## config.mk

```make
export PLATFORM = sky130hd
export DESIGN_NAME = dual_interval_timer
export DESIGN_NICKNAME = d
export VERILOG_FILES = /design/src/rtl/ditmr_pkg.sv /design/src/rtl/ditmr_chan.sv /design/src/rtl/ditmr_arm.sv /design/src/rtl/ditmr_ctl.sv /design/src/rtl/dual_interval_timer.sv
export SDC_FILE = /design/constraint.sdc
export NUM_CORES = 1
export LEC_CHECK = 0
export BUFFER_PORTS_ARGS = -buffer_cell sky130_fd_sc_hd__buf_2
export CAP_MARGIN = 5
export CORE_ASPECT_RATIO = 1.1
export CORE_MARGIN = 2
export CORE_UTILIZATION = 55
export CTS_BUF_LIST = sky130_fd_sc_hd__clkbuf_8 sky130_fd_sc_hd__clkbuf_16
export DETAILED_ROUTE_END_ITERATION = 10
export PLACE_DENSITY_LB_ADDON = 0.12
export SLEW_MARGIN = 40
export SYNTH_ARGS = -nofsm -noshare
export SYNTH_HDL_FRONTEND = slang
export SYNTH_SLANG_ARGS = --single-unit
```

## constraint.sdc

```tcl
create_clock -name clk -period 2.9 [get_ports clk]
set_clock_uncertainty 0.05 [all_clocks]
set_input_delay 0.58 -clock clk [delete_from_list [all_inputs] [get_ports clk]]
set_output_delay 0.58 -clock clk [all_outputs]
set_load 0.1 [all_outputs]
```

## src/rtl/ditmr_pkg.sv

```systemverilog
package ditmr_pkg;

    localparam int unsigned DEF_CW  = 8;
    localparam int unsigned NUM_CH  = 2;

    typedef enum logic {
        MODE_SPLIT = 1'b0,
        MODE_CHAIN = 1'b1
    } tmode_e;

    // per-counter control produced by the match/route logic
    typedef struct packed {
        logic run;   // counter allowed to hold a non-zero value
        logic step;  // advance by one this cycle
        logic clr;   // match clear this cycle (wins over step)
    } cnt_ctl_t;

    function automatic logic chain_hit(input logic step, input logic armed,
                                       input logic [NUM_CH-1:0] eq);
        return step & armed & (&eq);
    endfunction

endpackage

```

## src/rtl/ditmr_chan.sv

```systemverilog
module ditmr_chan
    import ditmr_pkg::*;
#(
    parameter int unsigned CW = DEF_CW
) (
    input  logic          clk,
    input  logic          rst,
    input  cnt_ctl_t      ctl,
    input  logic          wr_en,
    input  logic [CW-1:0] wr_data,
    output logic [CW-1:0] cnt_o,
    output logic          eq_o
);

    logic [CW-1:0] cnt_q;
    logic [CW-1:0] cmp_q;

    always_ff @(posedge clk) begin
        if (rst) begin
            cnt_q <= '0;
        end else if (!ctl.run || ctl.clr) begin
            cnt_q <= '0;
        end else if (ctl.step) begin
            cnt_q <= cnt_q + 1'b1;
        end
    end

    always_ff @(posedge clk) begin
        if (rst) begin
            cmp_q <= '0;
        end else if (wr_en) begin
            cmp_q <= wr_data;
        end
    end

    assign eq_o  = (cnt_q == cmp_q);
    assign cnt_o = cnt_q;

endmodule

```

## src/rtl/ditmr_arm.sv

```systemverilog
module ditmr_arm (
    input  logic clk,
    input  logic rst,
    input  logic wr_lo,
    input  logic wr_hi,
    output logic armed_o
);

    logic armed_q;
    logic lo_pend_q;

    always_ff @(posedge clk) begin
        if (rst) begin
            armed_q   <= 1'b0;
            lo_pend_q <= 1'b0;
        end else begin
            case ({wr_hi, wr_lo})
                2'b11: begin
                    armed_q   <= 1'b1;
                    lo_pend_q <= 1'b0;
                end
                2'b01: begin
                    armed_q   <= 1'b0;
                    lo_pend_q <= 1'b1;
                end
                2'b10: begin
                    armed_q   <= lo_pend_q;
                    lo_pend_q <= 1'b0;
                end
                default: ;
            endcase
        end
    end

    assign armed_o = armed_q;

endmodule

```

## src/rtl/ditmr_ctl.sv

```systemverilog
module ditmr_ctl
    import ditmr_pkg::*;
#(
    parameter int unsigned CW = DEF_CW
) (
    input  logic                mode,
    input  logic                tgl_src,
    input  logic [NUM_CH-1:0]   tick,
    input  logic [NUM_CH-1:0]   run,
    input  logic [NUM_CH-1:0]   eq,
    input  logic [CW-1:0]       cnt_lo,
    input  logic                armed,
    output cnt_ctl_t [NUM_CH-1:0] ctl,
    output logic [NUM_CH-1:0]   fire,
    output logic                tgl_fire
);

    logic lo_step;
    logic hit;

    always_comb begin
        ctl      = '0;
        fire     = '0;
        tgl_fire = 1'b0;
        lo_step  = tick[0] & run[0];
        hit      = 1'b0;
        if (tmode_e'(mode) == MODE_SPLIT) begin
            for (int i = 0; i < NUM_CH; i++) begin
                ctl[i].run  = run[i];
                ctl[i].step = tick[i] & run[i];
                fire[i]     = tick[i] & run[i] & eq[i];
                ctl[i].clr  = fire[i];
            end
            tgl_fire = tgl_src ? fire[1] : fire[0];
        end else begin
            hit         = chain_hit(lo_step, armed, eq);
            ctl[0].run  = run[0];
            ctl[1].run  = run[0];
            ctl[0].step = lo_step;
            ctl[1].step = lo_step & (&cnt_lo);
            ctl[0].clr  = hit;
            ctl[1].clr  = hit;
            fire[1]     = hit;
            tgl_fire    = hit;
        end
    end

endmodule

```

## src/rtl/dual_interval_timer.sv

```systemverilog
module dual_interval_timer
    import ditmr_pkg::*;
#(
    parameter int unsigned CW = DEF_CW
) (
    input  logic          clk,
    input  logic          rst,
    input  logic [1:0]    tick_i,
    input  logic [1:0]    run_i,
    input  logic          mode_i,
    input  logic          tgl_src_i,
    input  logic          wr_lo_i,
    input  logic          wr_hi_i,
    input  logic [CW-1:0] wr_data_i,
    output logic [1:0]    irq_o,
    output logic          tgl_o
);

    cnt_ctl_t [NUM_CH-1:0]         ctl;
    logic [NUM_CH-1:0][CW-1:0]     cnt;
    logic [NUM_CH-1:0]             eq;
    logic [NUM_CH-1:0]             fire;
    logic [NUM_CH-1:0]             wr_en;
    logic                          tgl_fire;
    logic                          armed;
    logic [NUM_CH-1:0]             irq_q;
    logic                          tgl_q;

    assign wr_en = {wr_hi_i, wr_lo_i};

    for (genvar g = 0; g < NUM_CH; g++) begin : g_chan
        ditmr_chan #(.CW(CW)) u_chan (
            .clk     (clk),
            .rst     (rst),
            .ctl     (ctl[g]),
            .wr_en   (wr_en[g]),
            .wr_data (wr_data_i),
            .cnt_o   (cnt[g]),
            .eq_o    (eq[g])
        );
    end

    ditmr_arm u_arm (
        .clk     (clk),
        .rst     (rst),
        .wr_lo   (wr_lo_i),
        .wr_hi   (wr_hi_i),
        .armed_o (armed)
    );

    ditmr_ctl #(.CW(CW)) u_ctl (
        .mode     (mode_i),
        .tgl_src  (tgl_src_i),
        .tick     (tick_i),
        .run      (run_i),
        .eq       (eq),
        .cnt_lo   (cnt[0]),
        .armed    (armed),
        .ctl      (ctl),
        .fire     (fire),
        .tgl_fire (tgl_fire)
    );

    always_ff @(posedge clk) begin
        if (rst) begin
            irq_q <= '0;
            tgl_q <= 1'b0;
        end else begin
            irq_q <= fire;
            tgl_q <= tgl_fire;
        end
    end

    assign irq_o = irq_q;
    assign tgl_o = tgl_q;

endmodule

```

==> implementation parameters <==
Parameter                              Value

Logic synthesis
  Count of yosys warnings during synthesis    0
  Number of different library cells in the post-synthesis netlist    30
  Flip-flop and latch count after synthesis    37
  Sequential element share of the synthesized area    43.1%
  Main area contributors after synthesis    sky130_fd_sc_hd__dfxtp_1 43%, sky130_fd_sc_hd__mux2i_1 10%, sky130_fd_sc_hd__xnor2_1 9.7%
  Synth top cells by count    37 x sky130_fd_sc_hd__dfxtp_1, 36 x sky130_fd_sc_hd__nor2_1, 19 x sky130_fd_sc_hd__xnor2_1, 18 x sky130_fd_sc_hd__mux2i_1, 11 x sky130_fd_sc_hd__xor2_1
  Cell area after synthesis    1720 um2
  Most common cell in the synthesized netlist    sky130_fd_sc_hd__dfxtp_1
  Synth async-reset ratio    0%
  Leading register cell type out of synthesis    sky130_fd_sc_hd__dfxtp_1
  Number of flops mapped to enable cells by yosys    0
  Syn Inst Count    181
  Net count after synthesis    201
  Share of the synthesized area in the top cell type    43.1%
  Syn avg cell area    9.48 um2
  Biggest area consumer among synthesized cells    sky130_fd_sc_hd__dfxtp_1

Floorplanning
  Die area    3580 um2
  Die H    62.6 um
  IO Count    21
  Die width    57.3 um
  Standard cell core area    3020 um2
  Initial Utilization    56.8%
  Standard-cell row count    21

Worst setup path
  Nature of the critical path endpoint    flip-flop
  Number of cells traversed by the worst register-to-register path    5
  Critical Path Fanout Max    6
  Startpoint Class    flip-flop
  Arrival time of the worst setup path    1.99 ns
  Data required time of the worst path    3.03 ns
  Kind of critical path    flip-flop to flip-flop

Finish
  Final Core Density    63.1%
  Fraction of final layout cells with drive strength greater than 1    15.3%
  Antenna Cells    0
  Final nets    221
  Post-route cell area    1910 um2
  Signed area change from the synthesized netlist to the final layout    11.0%

Clock network
  Number of clock sinks seen by CTS    37
  Clock Root Buffer    sky130_fd_sc_hd__clkbuf_8
  H-tree levels    2
  Number of buffers added for setup after CTS    0
  Cts bufs inserted    5
  Worst-path clk slew    0.07 ns
  Buffers from clock root to sink, at most    2
  Worst-Skew Late Latency    0.29 ns
  Number of buffers added to fix hold violations after cts    0
  Resized Gates After CTS    0
  CTS tree    done

Placement
  Weighted congestion reported at the end of routability-driven placement    0.854
  Port Buf Inserts    20
  Half-perimeter wire length after placement    2510 um
  Cell area after placement    1820 um2

Worst hold path
  Path class of the lowest-slack min-delay path    flip-flop to flip-flop
  Worst hold path depth    2

GRT
  Met2 Track Usage GR    33.8%
  Antenna violations before repair    0
  GRT Total Usage    20.2%
  Wire length of the first global-routing pass    5630 um
  Aggregate global routing overflow    0
  Met1 layer usage reported by global route    24.2%
  Vias in the first global route    1255
  Layer with the highest usage after global routing    met2
  Global routing met3 resource utilization    4.35%
  Largest net degree at the start of global routing    25

Route
  Wirelength per Cell    14.0 um
  Average via count per standard cell    5.52
  Via count of the routed design    1303
  Remaining routing DRC violations    0
  DRT iter0 DRCs    79
  Detailed-routing iteration count for the pre-antenna-repair pass    4
  Antenna Violating Nets Remaining    0
  Routed wire length    3300 um

STA
  Final setup violation count    0
  Hold slack    0.442 ns
  Post-layout minimum cycle time    1.86 ns
  Least-Margin Pin Slew    0.524 ns
  Hold Violations, Final    0
  Achievable frequency    538 MHz
  Total Negative Setup Slacks    0 ns
  RSZ-0062 raised after global routing    no
  Number of slew-limit violations in the final report    0
  Share of the clock period used by the worst path after layout    64.0%
  Worst relative slew slack    64.9%

Power and ir drop
  Maximum VDD drop    0.000491 V
  Total power divided by cell area    516 nW/um2
  Power after layout    983 uW
  Static Leak    0.790 nW

Outcome
  Status    completed

Flow run
  Max_cap viols    0
[stage by stage]
stage,setup slack [ns],cells
2_1_floorplan,1.01,181
3_3_place_gp,0.900,228
3_5_place_dp,0.855,228
4_1_cts,1.04,236
5_1_grt,0.970,236
6_report,1.04,236
[layout by cell type, fill, tap and decap left out]
cell type                    n
sky130_fd_sc_hd__nand4_2     1
sky130_fd_sc_hd__mux2i_1    18
sky130_fd_sc_hd__nor3b_1     1
sky130_fd_sc_hd__o31ai_1     1
sky130_fd_sc_hd__clkinv_2    2
sky130_fd_sc_hd__and3_1      2
sky130_fd_sc_hd__a21oi_1     3
sky130_fd_sc_hd__o32a_1      1
sky130_fd_sc_hd__nand2b_1    2
sky130_fd_sc_hd__nor3_1      4
sky130_fd_sc_hd__and2_1      2
sky130_fd_sc_hd__nor4_4      1
sky130_fd_sc_hd__ha_1        2
sky130_fd_sc_hd__or3_1       1
sky130_fd_sc_hd__nand4_1     7
sky130_fd_sc_hd__o41ai_4     1
sky130_fd_sc_hd__nand2_1     9
sky130_fd_sc_hd__xor2_1     11
sky130_fd_sc_hd__a41o_1      1
sky130_fd_sc_hd__o21ai_0     2
sky130_fd_sc_hd__a221oi_1    1
sky130_fd_sc_hd__clkbuf_8    5
sky130_fd_sc_hd__nand3_1     7
sky130_fd_sc_hd__dfxtp_1    37
sky130_fd_sc_hd__nor2_1     36
sky130_fd_sc_hd__nand3b_1    1
sky130_fd_sc_hd__buf_2      20
sky130_fd_sc_hd__inv_1       3
sky130_fd_sc_hd__xnor2_1    19
sky130_fd_sc_hd__a2111oi_2   1
[path summary, 6_finish.rpt]
| check | slack [ns] | end | startpoint |
|---|---|---|---|
| setup / recovery | 1.04 | irq_o[1] | g_chan[0].u_chan.cnt_o[3] |
| hold / removal | 0.44 | u_arm.lo_pend_q | u_arm.lo_pend_q |
| setup reg to reg | 1.04 | irq_o[1] | g_chan[0].u_chan.cnt_o[3] |
| hold reg to reg | 0.44 | u_arm.lo_pend_q | u_arm.lo_pend_q |
[where the power goes]
group	internal (mW)	switching, mW	total [mW]
logic	0.0436	0.0600	0.104
clock network	0.163	0.178	0.341
registers	0.525	0.0132	0.538
total	0.731	0.252	0.983
[flip-flops by register name, summed over array words and instances, names as in the netlist]
| name | count |
|---|---|
| g_chan.u_chan.cmp_q | 16 |
| g_chan.u_chan.cnt_o | 16 |
| irq_o | 2 |
| tgl_o | 1 |
| u_arm.armed_o | 1 |
| u_arm.lo_pend_q | 1 |
[routing by layer]
metal / wire (um) / up-vias
met5: 0 / -
met4: 68 / 0
met3: 108 / 6
met2: 1680 / 27
met1: 1440 / 617
li1: - / 653
[worst max-delay path, stage by stage, from the launching register on]
cell and delay (ns):
sky130_fd_sc_hd__dfxtp_1 0.47, sky130_fd_sc_hd__xnor2_1 0.17, sky130_fd_sc_hd__nand3_1 0.14, sky130_fd_sc_hd__nor4_4 0.40, sky130_fd_sc_hd__nand3_1 0.14, sky130_fd_sc_hd__a2111oi_2 0.38
[cell type report]
class,instances,area [um2]
Clock buffer,5,68.8
Clock inverter,3,13.8
Fill cell,265,1120
Inverter,2,7.51
Multi-Input combinational cell,135,932
Sequential cell,37,741
Tap cell,34,42.5
Timing Repair Buffer,20,100
[kinds of logic after synthesis]
group                      share of synthesized area (%)
AOI/OAI and AO/OA                                   6.05
xor gates and xnor gates                            15.3
adders and majority gates                           1.46
buffers and inverters                               2.55
DFF                                                 43.1
muxes                                               10.5
and+or+nand+nor                                     21.0
Note: power is estimated with default switching activity, not from simulation.
